### src/rtl/wdog_pkg.sv
package wdog_pkg;
    localparam int DATA_W  = 32;
    localparam int RATIO_W = 3;

    localparam logic [7:0] OFS_CTRL   = 8'h00;
    localparam logic [7:0] OFS_STAT   = 8'h04;
    localparam logic [7:0] OFS_DUR    = 8'h34;
    localparam logic [7:0] OFS_CNT    = 8'h38;
    localparam logic [7:0] OFS_UNMASK = 8'h40;
    localparam logic [7:0] OFS_GMASK  = 8'h48;

    localparam int B_EN     = 8;
    localparam int B_REF    = 10;
    localparam int B_RLO    = 16;
    localparam int B_EXP    = 31;
    localparam int B_UNMASK = 8;
    localparam int B_GMASK  = 10;

    typedef struct packed {
        logic               en;
        logic               refsel;
        logic [RATIO_W-1:0] ratio;
    } ctrl_t;
endpackage

### src/rtl/wdog_regfile.sv
module wdog_regfile
    import wdog_pkg::*;
#(
    parameter int ADDR_W = 8,
    parameter int CNT_W  = 32
) (
    input  logic              clk,
    input  logic              rst_n,
    input  logic              reg_wr,
    input  logic [ADDR_W-1:0] reg_addr,
    input  logic [DATA_W-1:0] reg_wdata,
    input  logic [CNT_W-1:0]  cnt_i,
    input  logic              expired_i,
    output logic [DATA_W-1:0] reg_rdata,
    output ctrl_t             ctrl_o,
    output logic              unmask_o,
    output logic              gmask_o,
    output logic              ctrl_wr_o,
    output logic              dur_wr_o,
    output logic              stat_clr_o
);
    typedef struct packed {
        ctrl_t             ctrl;
        logic              unmask;
        logic              gmask;
        logic [CNT_W-1:0]  dur;
    } regs_t;

    regs_t st_d, st_q;

    logic sel_ctrl, sel_stat, sel_dur, sel_cnt, sel_unmask, sel_gmask;

    always_comb begin
        sel_ctrl   = reg_addr == ADDR_W'(OFS_CTRL);
        sel_stat   = reg_addr == ADDR_W'(OFS_STAT);
        sel_dur    = reg_addr == ADDR_W'(OFS_DUR);
        sel_cnt    = reg_addr == ADDR_W'(OFS_CNT);
        sel_unmask = reg_addr == ADDR_W'(OFS_UNMASK);
        sel_gmask  = reg_addr == ADDR_W'(OFS_GMASK);
    end

    always_comb begin
        st_d = st_q;
        if (reg_wr && sel_ctrl) begin
            st_d.ctrl.en     = reg_wdata[B_EN];
            st_d.ctrl.refsel = reg_wdata[B_REF];
            st_d.ctrl.ratio  = reg_wdata[B_RLO +: RATIO_W];
        end
        if (reg_wr && sel_unmask) st_d.unmask = reg_wdata[B_UNMASK];
        if (reg_wr && sel_gmask)  st_d.gmask  = reg_wdata[B_GMASK];
        if (reg_wr && sel_dur)    st_d.dur    = reg_wdata[CNT_W-1:0];
    end

    always_ff @(posedge clk or negedge rst_n) begin
        if (!rst_n) begin
            st_q       <= '0;
            st_q.gmask <= 1'b1;
        end else begin
            st_q <= st_d;
        end
    end

    always_comb begin
        reg_rdata = '0;
        if (sel_ctrl) begin
            reg_rdata[B_EN]              = st_q.ctrl.en;
            reg_rdata[B_REF]             = st_q.ctrl.refsel;
            reg_rdata[B_RLO +: RATIO_W]  = st_q.ctrl.ratio;
        end
        if (sel_stat)   reg_rdata[B_EXP]    = expired_i;
        if (sel_dur)    reg_rdata           = DATA_W'(st_q.dur);
        if (sel_cnt)    reg_rdata           = DATA_W'(cnt_i);
        if (sel_unmask) reg_rdata[B_UNMASK] = st_q.unmask;
        if (sel_gmask)  reg_rdata[B_GMASK]  = st_q.gmask;
    end

    assign ctrl_o     = st_q.ctrl;
    assign unmask_o   = st_q.unmask;
    assign gmask_o    = st_q.gmask;
    assign ctrl_wr_o  = reg_wr && sel_ctrl;
    assign dur_wr_o   = reg_wr && sel_dur;
    assign stat_clr_o = reg_wr && sel_stat && !reg_wdata[B_EXP];
endmodule

### src/rtl/wdog_prescale.sv
module wdog_prescale
    import wdog_pkg::*;
(
    input  logic               clk,
    input  logic               rst_n,
    input  logic               restart,
    input  logic               refsel,
    input  logic [RATIO_W-1:0] ratio,
    input  logic               ref_tick,
    output logic               tick
);
    localparam int PRE_W = 1 << RATIO_W;

    logic [PRE_W-1:0] pre_d, pre_q;
    logic [PRE_W:0]   span;
    logic [PRE_W-1:0] last;

    always_comb begin
        span = (PRE_W+1)'(1) << ({1'b0, ratio} + (RATIO_W+1)'(1));
        last = PRE_W'(span - (PRE_W+1)'(1));
        if (restart || pre_q == last) pre_d = '0;
        else                          pre_d = pre_q + PRE_W'(1);
        tick = refsel ? ref_tick : (pre_q == last);
    end

    always_ff @(posedge clk or negedge rst_n) begin
        if (!rst_n) pre_q <= '0;
        else        pre_q <= pre_d;
    end
endmodule

### src/rtl/wdog_countdown.sv
module wdog_countdown #(
    parameter int CNT_W = 32
) (
    input  logic             clk,
    input  logic             rst_n,
    input  logic             en,
    input  logic             tick,
    input  logic             load,
    input  logic [CNT_W-1:0] load_val,
    input  logic             clr,
    output logic [CNT_W-1:0] cnt,
    output logic             expired,
    output logic             req
);
    typedef struct packed {
        logic [CNT_W-1:0] cnt;
        logic             expired;
        logic             req;
    } cd_t;

    cd_t cd_d, cd_q;

    always_comb begin
        cd_d         = cd_q;
        cd_d.req     = 1'b0;
        cd_d.expired = clr ? 1'b0 : cd_q.expired;
        if (load) begin
            cd_d.cnt = load_val;
        end else if (en && tick && cd_q.cnt != '0) begin
            cd_d.cnt = cd_q.cnt - CNT_W'(1);
            if (cd_q.cnt == CNT_W'(1)) begin
                cd_d.expired = 1'b1;
                cd_d.req     = 1'b1;
            end
        end
    end

    always_ff @(posedge clk or negedge rst_n) begin
        if (!rst_n) cd_q <= '0;
        else        cd_q <= cd_d;
    end

    assign cnt     = cd_q.cnt;
    assign expired = cd_q.expired;
    assign req     = cd_q.req;
endmodule

### src/rtl/wdog_timer.sv
module wdog_timer
    import wdog_pkg::*;
#(
    parameter int ADDR_W = 8,
    parameter int CNT_W  = 32
) (
    input  logic              clk,
    input  logic              rst_n,
    input  logic              ref_tick,
    input  logic              reg_wr,
    input  logic [ADDR_W-1:0] reg_addr,
    input  logic [DATA_W-1:0] reg_wdata,
    output logic [DATA_W-1:0] reg_rdata,
    output logic              wdog_rst
);
    ctrl_t            ctrl_w;
    logic             unmask_w, gmask_w;
    logic             ctrl_wr_w, dur_wr_w, stat_clr_w;
    logic             tick_w, req_w, expired_w;
    logic [CNT_W-1:0] cnt_w;

    wdog_regfile #(.ADDR_W(ADDR_W), .CNT_W(CNT_W)) u_regs (
        .clk       (clk),
        .rst_n     (rst_n),
        .reg_wr    (reg_wr),
        .reg_addr  (reg_addr),
        .reg_wdata (reg_wdata),
        .cnt_i     (cnt_w),
        .expired_i (expired_w),
        .reg_rdata (reg_rdata),
        .ctrl_o    (ctrl_w),
        .unmask_o  (unmask_w),
        .gmask_o   (gmask_w),
        .ctrl_wr_o (ctrl_wr_w),
        .dur_wr_o  (dur_wr_w),
        .stat_clr_o(stat_clr_w)
    );

    wdog_prescale u_pre (
        .clk     (clk),
        .rst_n   (rst_n),
        .restart (ctrl_wr_w),
        .refsel  (ctrl_w.refsel),
        .ratio   (ctrl_w.ratio),
        .ref_tick(ref_tick),
        .tick    (tick_w)
    );

    wdog_countdown #(.CNT_W(CNT_W)) u_cd (
        .clk     (clk),
        .rst_n   (rst_n),
        .en      (ctrl_w.en),
        .tick    (tick_w),
        .load    (dur_wr_w),
        .load_val(reg_wdata[CNT_W-1:0]),
        .clr     (stat_clr_w),
        .cnt     (cnt_w),
        .expired (expired_w),
        .req     (req_w)
    );

    assign wdog_rst = req_w && unmask_w && !gmask_w;
endmodule

### config.mk
export PLATFORM = sky130hd
export DESIGN_NAME = wdog_timer
export DESIGN_NICKNAME = d
export VERILOG_FILES = /design/src/rtl/wdog_pkg.sv /design/src/rtl/wdog_regfile.sv /design/src/rtl/wdog_prescale.sv /design/src/rtl/wdog_countdown.sv /design/src/rtl/wdog_timer.sv
export SDC_FILE = /design/constraint.sdc
export NUM_CORES = 1
export LEC_CHECK = 0
export BUFFER_PORTS_ARGS = -buffer_cell sky130_fd_sc_hd__buf_2
export CAP_MARGIN = 30
export CORE_MARGIN = 2
export CORE_UTILIZATION = 56
export DETAILED_ROUTE_END_ITERATION = 7
export PLACE_DENSITY = 0.82
export SLEW_MARGIN = 20
export SYNTH_ARGS = -nofsm -noshare
export SYNTH_HDL_FRONTEND = slang
export SYNTH_SLANG_ARGS = --single-unit
export TNS_END_PERCENT = 30
### constraint.sdc
create_clock -name clk -period 4.68 [get_ports clk]
set_input_delay 0.234 -clock clk [delete_from_list [all_inputs] [get_ports clk]]
set_output_delay 0.234 -clock clk [all_outputs]
set_load 0.02 [all_outputs]
Word level (Yosys, flattened, before mapping)
Index checks and enable logic that the tools add are counted.

Flip-flop bits (word level): 81. Bits in latches: 0. Memory bits (writable): 0. ROM bits: 0. Input port bits: 44. Logic and storage cells: 53. Memories: 0.

Add/sub/neg operators: 4. $mul: 0. Divide/modulo/power cells: 0. $lt $le $gt $ge: 0. Eq/ne operators: 7. Shift operators: 1. Multiplexer cells: 15. Bitwise gates (word level): 0. Reduce and logical (&&, ||, !) cells: 16.

Operator list (count): 32-bit 2-to-1 mux (3); 34-bit 2-to-1 mux (1); 32-bit by 1-bit equality test with 1-bit output, second input constant (1); 32-bit nonzero test (1); 32-bit by 1-bit subtractor with 32-bit output, second input constant (1); 8-bit by 6-bit equality test with 1-bit output, second input constant (2); 8-bit by 7-bit equality test with 1-bit output, second input constant (2); 1-bit logical AND (10); 8-bit by 1-bit adder with 8-bit output, second input constant (1); 8-bit by 3-bit equality test with 1-bit output, second input constant (1); 8-bit equality test (1); 8-bit logical NOT (1); 8-bit 2-to-1 mux (1); 1-bit by 4-bit left shift with 8-bit output, first input constant (1); 8-bit by 1-bit subtractor with 8-bit output, second input constant (1); 1-bit 2-to-1 mux (7); 3-bit by 1-bit adder with 4-bit output, second input constant (1); 2-bit 2-to-1 mux (2); 3-bit 2-to-1 mux (1); 1-bit logical NOT (2); 2-bit nonzero test (1); 1-bit logical OR (1).

Logic depth before layout (Yosys ltp)
Depth in word-level cells: 9. Depth in mapped cells: 12.

Hierarchy
From an unflattened synthesis, not the netlist that was laid out.

Cells, all modules: 487. Area, all modules: 4954.8 um2.

By module, submodules not included: wdog_countdown (times used 1, cells an instance 251, area each 2157.1 um2); wdog_regfile (times used 1, cells an instance 162, area each 2138.3 um2); wdog_prescale (times used 1, cells an instance 73, area each 650.6 um2); wdog_timer (times used 1, cells an instance 1, area each 8.8 um2).

Worst setup path before layout
OpenSTA, ideal clock, no wires.

Path type: register to register. Start: register u_regs.st_q (netlist bit u_regs.ctrl_o[0]). End: register u_cd.cd_q (netlist bit u_cd.cnt[25]). Setup time: 82 ps. Arrival: 3362 ps. Data required time: 4598 ps. Setup slack: 1236 ps. Stages on the path, launching flop included: 13. Period minus slack after synthesis: 3444 ps. Cells stage by stage: dfrtp_1 -> clkbuf_1 -> or3_1 -> ha_1 -> xor2_1 -> mux2i_1 -> o2bb2ai_1 -> nand4_1 -> o31a_1 -> or4b_1 -> buf_2 -> or4_1 -> a31oi_1.

Word-level cells in the longest chain between the ends: 8.

RTL lines: start, declared (line wdog_regfile.sv:29) `regs_t st_d, st_q;`; start signal, assigned (line wdog_regfile.sv:59) `st_q <= st_d;`; 3-bit by 1-bit adder with 4-bit output (line wdog_prescale.sv:19) `span = (PRE_W+1)'(1) << ({1'b0, ratio} + (RATIO_W+1)'(1));`; 1-bit by 4-bit left shift with 8-bit output (line wdog_prescale.sv:19); 8-bit by 1-bit subtractor with 8-bit output (line wdog_prescale.sv:20) `last = PRE_W'(span - (PRE_W+1)'(1));`; 8-bit equality test (line wdog_prescale.sv:23) `tick = refsel ? ref_tick : (pre_q == last);`; 1-bit 2-to-1 mux (line wdog_prescale.sv:23); 1-bit logical AND (2 in a row) (line wdog_countdown.sv:29) `end else if (en && tick && cd_q.cnt != '0) begin`; 2-bit nonzero test (no line); end signal, assigned (line wdog_countdown.sv:39) `if (!rst_n) cd_q <= '0;`; end signal, assigned (line wdog_countdown.sv:40) `else cd_q <= cd_d;`; end, declared (line wdog_countdown.sv:21) `cd_t cd_d, cd_q;`.

No other way between the ends. A chain may end at the register's enable or synchronous reset.

Worst setup path after layout
Start: register u_regs.st_q (netlist bit u_regs.ctrl_o[1]). End: register u_cd.cd_q (netlist bit u_cd.cnt[25]).

Same word-level chain as after synthesis.

==> results.py <==
metrics = {
    "cts": {
        "root_buffer": "clkbuf_8",
        "cts_setup_buffers": 0,
        "cts-htree-levels": 3,
        "clockBufferDepth": 2,
        "numCtsBuffers": 9,
        "clkSinkCount": 81,
        "clkLatencyLatePin_ns": 0.35,
        "clk_pin_slew_ns": 0.08,
        "cts_tree": "done",
        "cts_resized": 0,
    },
    "floorplanning": {
        "initial_core_util": 0.572,
        "core-area_um2": 7650,
        "ios": 77,
        "die_x_um": 92.4,
        "rows": 32,
        "dieArea_um2": 8530,
        "die_y_um": 92.4,
    },
    "finish": {
        "num-fill-cells": 642,
        "multiInputGateArea_um2": 2220,
        "antenna_cells": 0,
        "layout.nets": 607,
        "area_growth_pct": 15.6,
        "drive_above_1_share": 0.197,
        "regArea_um2": 2030,
    },
    "sta": {
        "setup_tns_ns": 0,
        "fin_crit_sh": 0.824,
        "slew_headroom": 0.442,
        "fin_crit_ns": 3.86,
        "finalHoldViolations": 0,
        "slew_viol_final": 0,
        "setup_viol": 0,
        "fin_skew_ns": 0.00744,
        "tightest_slew_ns": 0.836,
        "max_freq_ghz": 0.259,
        "rsz0062_at_grt": "no",
    },
    "placement": {
        "hpwl_um": 7340,
        "place_congestion": 0.930,
        "io_buffers": 76,
    },
    "global_routing": {
        "globalRouteTotalUtil": 0.260,
        "grt_pass1_wl_um": 17800,
        "grt_antenna_before_repair": 0,
        "grt_start_max_net_pins": 49,
        "grt_pass1_vias": 3781,
        "grt_overflow": 0,
    },
    "routing": {
        "dr.pass1.iters": 5,
        "via_per_inst": 6.00,
        "wl_per_cell_um": 15.7,
        "drtAntennaViolNets": 0,
        "post-route-drc-count": 0,
        "vias": 3991,
        "drt_iter0_markers": 294,
        "wl_um": 10400,
    },
    "status": {
        "status": "completed",
    },
    "logic_synthesis": {
        "syn-num-nets": 540,
        "post-synth-top-area-cell": "dfrtp_1",
        "synth_area_leaders": "dfrtp_1 (46%), nand2_1 (9.9%), a22o_1 (5.2%)",
        "synth_cell_types": 47,
        "synthFlopType": "dfrtp_1",
        "syn_area_per_cell_um2": 8.90,
        "async_flop_share": 1.00,
        "syn_area_um2": 4370,
        "syn_inst": 491,
        "synth-seq-cells": 81,
        "synth_top_area_frac": 0.458,
        "synth_edf_count": 0,
        "ys_seq_area_frac": 0.464,
        "yosys_warnings": 0,
    },
    "power": {
        "p_sw_frac": 0.308,
        "finalPower_mw": 1.69,
        "vdd_ir_drop_max_v": 0.000202,
        "internal_power_mw": 1.17,
        "p_clk_frac": 0.301,
        "seq_power_share": 0.509,
        "p_leak_nw": 2.54,
        "power_frac_comb": 0.191,
        "power.density_nw_per_um2": 334,
        "p_sw_uw": 520,
    },
    "setup_path": {
        "worstPathRequired_ns": 4.95,
        "worstPathArrival_ns": 4.13,
        "cp_max_fo": 17,
        "cp-start-kind": "flip-flop",
        "critPathCaptureType": "flip-flop",
        "worstSetupPathType": "reg -> reg",
    },
    "worst_hold_path": {
        "hp-class": "in -> reg",
    },
    "run": {
        "drv_cap": 0,
    },
}
-- metrics by stage --
step	setup slack (ns)	cell area (um2)	utilization	hold WS, ns	instances
after floorplan	1.24	4370	-	-0.0616	491
after global placement	0.998	4820	0.630	0.443	647
after global routing	0.608	5050	0.661	0.0865	665
after CTS	0.840	5050	0.661	0.0801	665
after detailed placement	0.855	4850	0.634	0.216	648
final	0.824	5050	0.661	0.0900	665
-- cells in the final DEF (no fill, tap or decap), drive strengths merged, types with 7 or more instances in the layout --
cell type,instances
xnor2,14
nor4,13
inv,7
and3,7
clkbuf,11
mux2,7
nand3,23
nand4,11
a22o,26
buf,82
or3,10
xor2,18
a21oi,11
nor2,28
dfrtp,80
nor3,11
or4,8
nand2,115
o21ai,25
-- metal layers --
| metal | GRT usage | up-vias | share of wire |
|---|---|---|---|
| met4 | 0.0871 | 0 | 0.013 |
| met1 | 0.359 | 1947 | 0.44 |
| met3 | 0.0448 | 12 | 0.060 |
| met5 | 0 | - | 0 |
| li1 | - | 1883 | - |
| met2 | 0.420 | 149 | 0.48 |
-- power groups by stage --
| stage | registers, mW | logic (mW) | clock network [mW] |
|---|---|---|---|
| final | 0.858 | 0.322 | 0.507 |
| after global routing | 0.869 | 0.364 | 0.549 |
| after CTS | 0.854 | 0.319 | 0.517 |
| after detailed placement | 0.869 | 0.316 | 0 |
| after global placement | 0.864 | 0.299 | 0 |
| after floorplan | 0.838 | 0.238 | 0 |
-- sequential cells by signal, summed over array words and instances, names as in the netlist --
register	flops
u_cd.req	1
u_regs.unmask_o	1
u_pre.pre_q	8
u_cd.cnt	32
u_regs.st_q	32
u_cd.expired	1
u_regs.ctrl_o	5
u_regs.gmask_o	1
-- final timing paths --
path                                              start                          end  slack (ns)  cells after the start
min reg2reg                  u_regs.st_q[9]$_DFFE_PN0P_   u_regs.st_q[9]$_DFFE_PN0P_        0.48                      2
max reg2reg                u_regs.ctrl_o[1]$_DFFE_PN0P_     u_cd.cnt[25]$_DFFE_PN0P_        0.82                     10
max in group asynchronous                         rst_n   u_regs.gmask_o$_DFFE_PN1P_        3.69                      3
min                                       reg_wdata[14]  u_regs.st_q[14]$_DFFE_PN0P_        0.09                      3
max                        u_regs.ctrl_o[1]$_DFFE_PN0P_     u_cd.cnt[25]$_DFFE_PN0P_        0.82                     10
min in group asynchronous                         rst_n     u_pre.pre_q[5]$_DFF_PN0_        0.37                      2
-- timing repair --
action / 4_1_cts / 5_1_grt
setup endpoints to repair: 0 / 0
hold buffers: 1 / 0
endpoints found under the hold margin: 33 / 0
-- cells in the mapped netlist (4+ instances only) --
cell type	count
clkbuf_1	24
a22o_1	26
or3_1	10
nor3_1	11
nand3_1	23
ha_1	5
o21ai_1	5
o31ai_1	4
a222oi_1	5
and3_1	7
xnor2_1	14
or4_1	7
mux2_2	7
nor4b_1	4
inv_1	7
dfrtp_1	80
a31oi_1	4
nor4_1	13
o21ai_0	20
nand2_1	115
xor2_1	18
nand4_1	11
nor2_1	28
a21oi_1	11
-- critical path, stage by stage, from the launching register on --
cell       delay [ns]
dfrtp_1          0.53
or3_1            0.43
ha_1             0.28
xor2_1           0.27
mux2i_1          0.22
o2bb2ai_1        0.13
nand4_1          0.15
o31a_1           0.48
or4b_1           0.70
or4_1            0.43
a31oi_1          0.17
-- logic make-up (layout without fill, tap and decap cells) --
kind of cell,after synthesis,in the layout,synth area share
buffers and inverters,34,106,0.0315
AOI/OAI and AO/OA,87,87,0.140
other,1,1,0.000858
and+or+nand+nor,243,243,0.265
xor gates and xnor gates,32,32,0.0641
DFF,81,81,0.464
muxes,8,8,0.0203
adders and majority gates,5,5,0.0143
-- final cells by class --
class	instances	area share
Multi-Input combinational cell	376	0.439
Clock inverter	5	0.0109
Sequential cell	81	0.401
Inverter	7	0.00520
Timing Repair Buffer	83	0.0906
Tap cell	102	0.0252
Clock buffer	11	0.0280
Note: power is estimated with default switching activity, not from simulation.
